`src/rtl/cvt_bus_pkg.sv`:
```
package cvt_bus_pkg;
  localparam int RES_W = 13;
  localparam int BUS_W = 8;

  // status byte bit positions (software decodes these)
  localparam int ST_BUSY = 6;
  localparam int ST_SEL  = 2;
  localparam int ST_EOC  = 1;
  localparam int ST_RDY  = 0;

  // strobe indices in the synchroniser bus
  localparam int IDX_CS = 0;
  localparam int IDX_RD = 1;
  localparam int IDX_WR = 2;
  localparam int IDX_ST = 3;
  localparam int N_STB  = 4;

  typedef struct packed {
    logic data_rd;
    logic stat_rd;
    logic start;
    logic abort;
  } bus_ev_t;
endpackage

```
`src/rtl/cvt_strobe_sync.sv`:
```
module cvt_strobe_sync #(
  parameter int N      = 4,
  parameter int STAGES = 2
) (
  input  logic         clk_i,
  input  logic         rst_ni,
  input  logic [N-1:0] raw_i,
  output logic [N-1:0] lvl_o,
  output logic [N-1:0] fall_o,
  output logic [N-1:0] rise_o
);
  logic [N-1:0] chain [STAGES];
  logic [N-1:0] prev_q;

  for (genvar s = 0; s < STAGES; s++) begin : g_stage
    always_ff @(posedge clk_i or negedge rst_ni) begin
      if (!rst_ni) chain[s] <= '1;
      else if (s == 0) chain[s] <= raw_i;
      else chain[s] <= chain[(s == 0) ? 0 : s-1];
    end
  end

  always_ff @(posedge clk_i or negedge rst_ni) begin
    if (!rst_ni) prev_q <= '1;
    else prev_q <= chain[STAGES-1];
  end

  assign lvl_o  = chain[STAGES-1];
  assign fall_o = prev_q & ~chain[STAGES-1];
  assign rise_o = ~prev_q & chain[STAGES-1];
endmodule

```
`src/rtl/cvt_byte_steer.sv`:
```
module cvt_byte_steer
  import cvt_bus_pkg::*;
#(
  parameter int RW = RES_W,
  parameter int BW = BUS_W
) (
  input  logic          clk_i,
  input  logic          rst_ni,
  input  logic [RW-1:0] res_i,
  input  logic          eoc_i,
  input  logic          rd_ev_i,
  input  logic          clr_i,
  output logic          sel_o,
  output logic [BW-1:0] byte_o
);
  localparam int EXT = 2*BW - RW + 1;

  logic [RW-1:0] res_q;
  logic          sel_q;
  logic [BW-1:0] hi_byte, lo_byte;

  always_ff @(posedge clk_i or negedge rst_ni) begin
    if (!rst_ni) begin
      res_q <= '0;
      sel_q <= 1'b0;
    end else if (clr_i) begin
      res_q <= '0;
      sel_q <= 1'b0;
    end else begin
      if (eoc_i) res_q <= res_i;
      if (eoc_i) sel_q <= 1'b0;
      else if (rd_ev_i) sel_q <= ~sel_q;
    end
  end

  assign hi_byte = {{EXT{res_q[RW-1]}}, res_q[RW-2:BW]};
  assign lo_byte = res_q[BW-1:0];
  assign byte_o  = sel_q ? lo_byte : hi_byte;
  assign sel_o   = sel_q;

  a_r3_toggle_flips: assert property (@(posedge clk_i) disable iff (!rst_ni)
    rd_ev_i && !eoc_i && !clr_i |=> sel_q != $past(sel_q));
  a_r4_eoc_to_upper: assert property (@(posedge clk_i) disable iff (!rst_ni)
    eoc_i |=> !sel_q);
endmodule

```
`src/rtl/cvt_flag_ctrl.sv`:
```
module cvt_flag_ctrl
  import cvt_bus_pkg::*;
(
  input  logic    clk_i,
  input  logic    rst_ni,
  input  logic    eoc_i,
  input  bus_ev_t ev_i,
  output logic    irq_no,
  output logic    eoc_flag_o,
  output logic    rdy_flag_o
);
  logic irq_q, eocf_q, rdy_q;

  always_ff @(posedge clk_i or negedge rst_ni) begin
    if (!rst_ni) begin
      irq_q  <= 1'b1;
      eocf_q <= 1'b0;
      rdy_q  <= 1'b0;
    end else if (ev_i.abort) begin
      irq_q  <= 1'b1;
      eocf_q <= 1'b0;
      rdy_q  <= 1'b0;
    end else begin
      if (eoc_i) begin
        irq_q  <= 1'b0;
        eocf_q <= 1'b1;
        rdy_q  <= 1'b1;
      end
      // clearing events take precedence over a coincident completion
      if (ev_i.start) begin
        irq_q  <= 1'b1;
        eocf_q <= 1'b0;
        rdy_q  <= 1'b0;
      end
      if (ev_i.data_rd) begin
        irq_q <= 1'b1;
        rdy_q <= 1'b0;
      end
      if (ev_i.stat_rd) rdy_q <= 1'b0;
    end
  end

  assign irq_no     = irq_q;
  assign eoc_flag_o = eocf_q;
  assign rdy_flag_o = rdy_q;

  a_r7_irq_implies_latched: assert property (@(posedge clk_i) disable iff (!rst_ni)
    !irq_no |-> eoc_flag_o);
  a_r6_ready_needs_latched: assert property (@(posedge clk_i) disable iff (!rst_ni)
    rdy_flag_o |-> eoc_flag_o);
  a_r7_status_read_keeps_irq: assert property (@(posedge clk_i) disable iff (!rst_ni)
    ev_i.stat_rd && !ev_i.data_rd && !ev_i.start && !ev_i.abort && !eoc_i |=> $stable(irq_no));
endmodule

```
`src/rtl/cvt_bus_if.sv`:
```
module cvt_bus_if
  import cvt_bus_pkg::*;
#(
  parameter int RW          = RES_W,
  parameter int BW          = BUS_W,
  parameter int SYNC_STAGES = 2
) (
  input  logic          clk_i,
  input  logic          rst_ni,
  input  logic          cs_ni,
  input  logic          rd_ni,
  input  logic          wr_ni,
  input  logic          stat_ni,
  input  logic [RW-1:0] res_i,
  input  logic          busy_i,
  input  logic          eoc_i,
  output logic [BW-1:0] data_o,
  output logic          data_oe_o,
  output logic          irq_no,
  output logic          start_o,
  output logic          abort_o
);
  logic [N_STB-1:0] raw, lvl, fall, rise;
  bus_ev_t          ev;
  logic             sel;
  logic [BW-1:0]    cur_byte, stat_byte;
  logic             eoc_flag, rdy_flag;
  logic             cs_act, st_act;
  logic [BW-1:0]    data_q;
  logic             oe_q;

  assign raw[IDX_CS] = cs_ni;
  assign raw[IDX_RD] = rd_ni;
  assign raw[IDX_WR] = wr_ni;
  assign raw[IDX_ST] = stat_ni;

  cvt_strobe_sync #(.N(N_STB), .STAGES(SYNC_STAGES)) u_sync (
    .clk_i (clk_i),
    .rst_ni(rst_ni),
    .raw_i (raw),
    .lvl_o (lvl),
    .fall_o(fall),
    .rise_o(rise)
  );

  assign cs_act     = ~lvl[IDX_CS];
  assign st_act     = ~lvl[IDX_ST];
  assign ev.data_rd = fall[IDX_RD] & cs_act & ~st_act;
  assign ev.stat_rd = fall[IDX_RD] & cs_act &  st_act;
  assign ev.start   = fall[IDX_WR] & cs_act & ~st_act;
  assign ev.abort   = fall[IDX_WR] & cs_act &  st_act;

  cvt_byte_steer #(.RW(RW), .BW(BW)) u_steer (
    .clk_i  (clk_i),
    .rst_ni (rst_ni),
    .res_i  (res_i),
    .eoc_i  (eoc_i),
    .rd_ev_i(ev.data_rd),
    .clr_i  (ev.abort),
    .sel_o  (sel),
    .byte_o (cur_byte)
  );

  cvt_flag_ctrl u_flags (
    .clk_i     (clk_i),
    .rst_ni    (rst_ni),
    .eoc_i     (eoc_i),
    .ev_i      (ev),
    .irq_no    (irq_no),
    .eoc_flag_o(eoc_flag),
    .rdy_flag_o(rdy_flag)
  );

  always_comb begin
    stat_byte          = '0;
    stat_byte[ST_BUSY] = busy_i;
    stat_byte[ST_SEL]  = sel;
    stat_byte[ST_EOC]  = eoc_flag;
    stat_byte[ST_RDY]  = rdy_flag;
  end

  // byte captured at the read edge, before the pointer and flags move
  always_ff @(posedge clk_i or negedge rst_ni) begin
    if (!rst_ni) begin
      data_q <= '0;
      oe_q   <= 1'b0;
    end else begin
      oe_q <= cs_act & ~lvl[IDX_RD];
      if (ev.data_rd) data_q <= cur_byte;
      else if (ev.stat_rd) data_q <= stat_byte;
    end
  end

  assign data_o    = data_q;
  assign data_oe_o = oe_q;
  assign start_o   = ev.start;
  assign abort_o   = ev.abort;

  a_r8_start_abort_exclusive: assert property (@(posedge clk_i) disable iff (!rst_ni)
    !(start_o && abort_o));
  a_r9_single_start_pulse: assert property (@(posedge clk_i) disable iff (!rst_ni)
    start_o |=> !start_o);
  a_r8_abort_clears: assert property (@(posedge clk_i) disable iff (!rst_ni)
    abort_o |=> irq_no && !eoc_flag && !rdy_flag && !sel);
  a_r10_oe_drops_on_rd_rise: assert property (@(posedge clk_i) disable iff (!rst_ni)
    rise[IDX_RD] |=> !data_oe_o);
endmodule

```
`config.mk`:
```
export PLATFORM = sky130hd
export DESIGN_NAME = cvt_bus_if
export DESIGN_NICKNAME = d
export VERILOG_FILES = /design/src/rtl/cvt_bus_pkg.sv /design/src/rtl/cvt_strobe_sync.sv /design/src/rtl/cvt_byte_steer.sv /design/src/rtl/cvt_flag_ctrl.sv /design/src/rtl/cvt_bus_if.sv
export SDC_FILE = /design/constraint.sdc
export NUM_CORES = 1
export LEC_CHECK = 0
export BUFFER_PORTS_ARGS = -buffer_cell sky130_fd_sc_hd__buf_4
export CORE_UTILIZATION = 56
export DETAILED_ROUTE_END_ITERATION = 10
export MAX_ROUTING_LAYER = met4
export PLACE_DENSITY = 0.8
export SLEW_MARGIN = 20
export SYNTH_ARGS = -nofsm -noshare
export SYNTH_HDL_FRONTEND = slang
export SYNTH_SLANG_ARGS = --single-unit
```
`constraint.sdc`:
```
create_clock -name clk_i -period 2.5 [get_ports clk_i]
set_input_delay 0.125 -clock clk_i [delete_from_list [all_inputs] [get_ports clk_i]]
set_output_delay 0.125 -clock clk_i [all_outputs]
set_load 0.02 [all_outputs]
```
==> summary.md <==
| Metric | Value |
|---|---|
| Status | `finished, final reports clean` |
| Post-synth net total | `around 130` |
| Adder and majority cell fraction of the synthesized area | `0` |
| Maximum level of the CTS H-tree | `2` |
| GRT Util Overall | `0.237` |
| First-pass GRT wire length | `between 4 and 5 mm` |
| Data required, critical path | `2.38 ns` |
| CTS sink count | `36` |
| Clock Tree Root | `clkbuf_4` |
| DRC | `0` |
| Clock transition at path regs | `about 0.10 ns` |
| Vias in the first global route | `just under 900` |
| ANT nets after route | `0` |
| Area contributors post-synth | `dfrtp_1 44%, dfstp_2 20%, mux2i_1 14%` |
| Starting Density | `0.620` |
| Final worst slack | `0.473 ns` |
| Setup Viol. Count Final | `0` |
| Full die area | `around 0.0028 mm2` |
| Register area share after synthesis | `0.636` |
| Setup crit start kind | `register` |
| Seq pwr share | `0.574` |
| Max-cap viol count | `0` |
| Worst path slowest cell | `dfstp_2` |
| Critical Path AT | `1.90 ns` |
| PD cells | `around 680 mW/mm2` |
| Most common cell in the synthesized netlist | `dfrtp_1` |
| Share of layout cells above drive strength 1 | `0.356` |
| CTS tree | `built` |
| Worst-Margin Slew | `0.520 ns` |
| Design area | `between 0.0015 and 0.002 mm2` |
| Clock group share of total power | `0.261` |
| Starting DRT DRC Count | `7` |
| Simple logic cell fraction of the synthesized area | `0.0992` |
| Pins Over Slew Limit | `0` |
| Worst path max stage delay | `between 0.5 and 0.6 ns` |
| Max transition margin | `0.653` |
| CP Cell Sequence | `nor3b_2 -> and2b_1 -> buf_4` |
| Initial antenna violation count | `0` |
| Net Switching | `about 0.00032 W` |
| Port Buf Inserts | `32` |
| Yosys Warn Count | `0` |
| Sw Share | `0.264` |
| HP Class | `primary input to register` |
| Average wire per standard cell | `14.7 um` |
| Vias/cell | `about 5.3` |
| Total number of vias | `just over 900` |
| Pre-CTS setup slack | `approximately 0.87 ns` |
| Final period util | `0.811` |
| Mapped Cells | `roughly 110` |
| Number of detailed-route iterations in the first pass | `4` |
| Clock Tree Buf Depth | `2` |
| Antenna cells | `0` |
| Async SR Flop Fraction | `1.00` |
| Synth cell count leaders | `25 x dfrtp_1, 24 x nor2_1, 20 x mux2i_1` |
| RSZ-0062 raised after global routing | `false` |
| Largest net degree at the start of global routing | `37` |
| Final wirelength | `around 2.6 mm` |
| Layout Skew | `~0.0031 ns` |
| CP max FO | `15` |
| Layout area overhead | `23.7%` |
| Post-cts sizing count | `0` |
| Most used DFF post-synth | `dfrtp_1` |
| Post-Synth XOR/XNOR Area | `0.00609` |
| Width of the die | `between 50 and 60 um` |
| Fin crit period | `a little over 2 ns` |
| Static leakage | `between 0.8 and 0.9 nW` |
| Post-Syn Area | `approximately 0.0014 mm2` |
| Final Hold Viols | `0` |
| Post-synth top area cell | `dfrtp_1` |
| Pint | `0.000883 W` |
| Die Ht | `~53 um` |
| Distinct cell type count after synthesis | `21` |
| Clock Latency Late Sink | `about 0.33 ns` |
| IO Pins | `33` |
| Post-synth EDFFs | `0` |
| Total global routing overflow | `0` |
| Area fraction of the dominant cell type after synthesis | `0.435` |
| Critical Path Sink Type | `output port` |
| #FFs+latches synth | `36` |
| Num CTS Buffers | `5` |
| Synth Area in Compound Gates | `0.0818` |
| Combinational Power Share | `0.165` |
| FP Rows | `17` |
| Maximum clock rate | `roughly 490 MHz` |
| Post-DP Area | `about 0.0017 mm2` |
| Mean post-synth cell area | `approximately 13 um2` |
| Nets | `roughly 170` |
| Worst vdd ir | `between 500 and 600 uV` |
| Setup CP Type | `register to output port` |
| Setup TNS | `0 ns` |
| Mux share of post-synthesis cell area | `0.139` |
| Largest family of logic cells by synthesized area | `multiplexers` |
| Core box area | `0.00232 mm2` |
| Gpl congestion | `0.763` |
==> registers in the layout (all words and copies together), names as in the netlist <==
register and cells:
data_o 8, data_oe_o 1, u_flags.eoc_flag_o 1, u_flags.irq_no 1, u_flags.rdy_flag_o 1, u_steer.res_q 13
u_steer.sel_o 1, u_sync.chain 4, u_sync.lvl_o 4, u_sync.prev_q 2
==> per-stage QoR <==
| step | total power [W] | utilization | hold slack (ns) | instances |
|---|---|---|---|---|
| 4_1_cts | 0.00121 | 0.767 | 0.0248 | 177 |
| 3_3_place_gp | 0.000883 | 0.719 | 0.0908 | 164 |
| 3_5_place_dp | 0.000892 | 0.719 | 0.0970 | 164 |
| 6_report | 0.00120 | 0.767 | 0.0298 | 177 |
| 5_1_grt | 0.00127 | 0.767 | 0.0296 | 177 |
| 2_1_floorplan | 0.000798 | - | -0.171 | 111 |
==> metal layers <==
metal  global-route usage  share of wire  vias up
li1                     -              -      458
met1                0.306           0.47      437
met2                0.340           0.47       31
met3               0.0609          0.039        4
met4                0.132          0.018        0
met5                    -              0        -
==> what timing repair did <==
item | CTS | global route
setup buffers | 0 | 0
hold endpoints to repair | 29 | 0
hold buffers | 5 | 0
==> critical path: cells and delay by family, from the launching register on <==
family | cells | cell delay, ns
buffers and inverters | 1 | 0.24
flip-flops | 1 | 0.53
AND/OR/NAND/NOR | 2 | 0.81
==> worst paths after layout <==
kind / start / endpoint / slack [ns] / cells past startpoint
worst max-delay path: u_sync.prev_q[2] / abort_o / 0.47 / 3
worst min-delay path: res_i[0] / u_steer.res_q[0] / 0.03 / 3
worst max register to register: u_sync.prev_q[1] / data_o[2] / 0.86 / 3
worst min register to register: u_sync.chain[6] / u_sync.lvl_o[2] / 0.36 / 0
max in group asynchronous: rst_ni / u_sync.chain[7] / 1.90 / 2
min in group asynchronous: rst_ni / u_flags.rdy_flag_o / 0.27 / 2
==> cell usage in the layout (no fill, tap or decap) <==
cell / count
dfstp_2: 11
a22o_1: 4
clkbuf_4: 5
and2_1: 1
dfrtp_1: 25
nor3_1: 1
a21o_1: 4
and2b_1: 1
or3b_1: 1
dlygate4sd3_1: 5
mux2i_1: 20
a21oi_1: 1
and4bb_2: 1
clkinv_2: 2
inv_1: 2
buf_4: 32
nor2_1: 24
nor3b_2: 1
a311oi_1: 1
clkbuf_8: 1
a211oi_1: 4
xnor2_1: 1
a211o_1: 1
==> cells by family (layout without fill, tap and decap cells) <==
logic type | count (synthesis) | count (layout)
muxes | 20 | 20
and+or+nand+nor | 30 | 30
DFF | 36 | 36
buffers and inverters | 9 | 47
AOI/OAI and AO/OA | 15 | 15
xor gates and xnor gates | 1 | 1
==> power by group through the flow <==
stage,clock (W),sequential (W),combinational [W]
6_report,0.000314,0.000688,0.000198
5_1_grt,0.000358,0.000696,0.000218
4_1_cts,0.000322,0.000688,0.000201
3_5_place_dp,0,0.000699,0.000193
3_3_place_gp,0,0.000696,0.000187
2_1_floorplan,0,0.000716,0.0000819
==> layout make-up <==
| type | count | area, um2 |
|---|---|---|
| clock buffer | 6 | 51.3 |
| clock inverter | 2 | 10.0 |
| fill | 156 | 541 |
| inverter | 2 | 7.51 |
| multi-input combinational | 66 | 469 |
| sequential | 36 | 915 |
| tap | 28 | 35.0 |
| timing repair buffer | 37 | 290 |
Note: power is estimated with default switching activity, not from simulation.
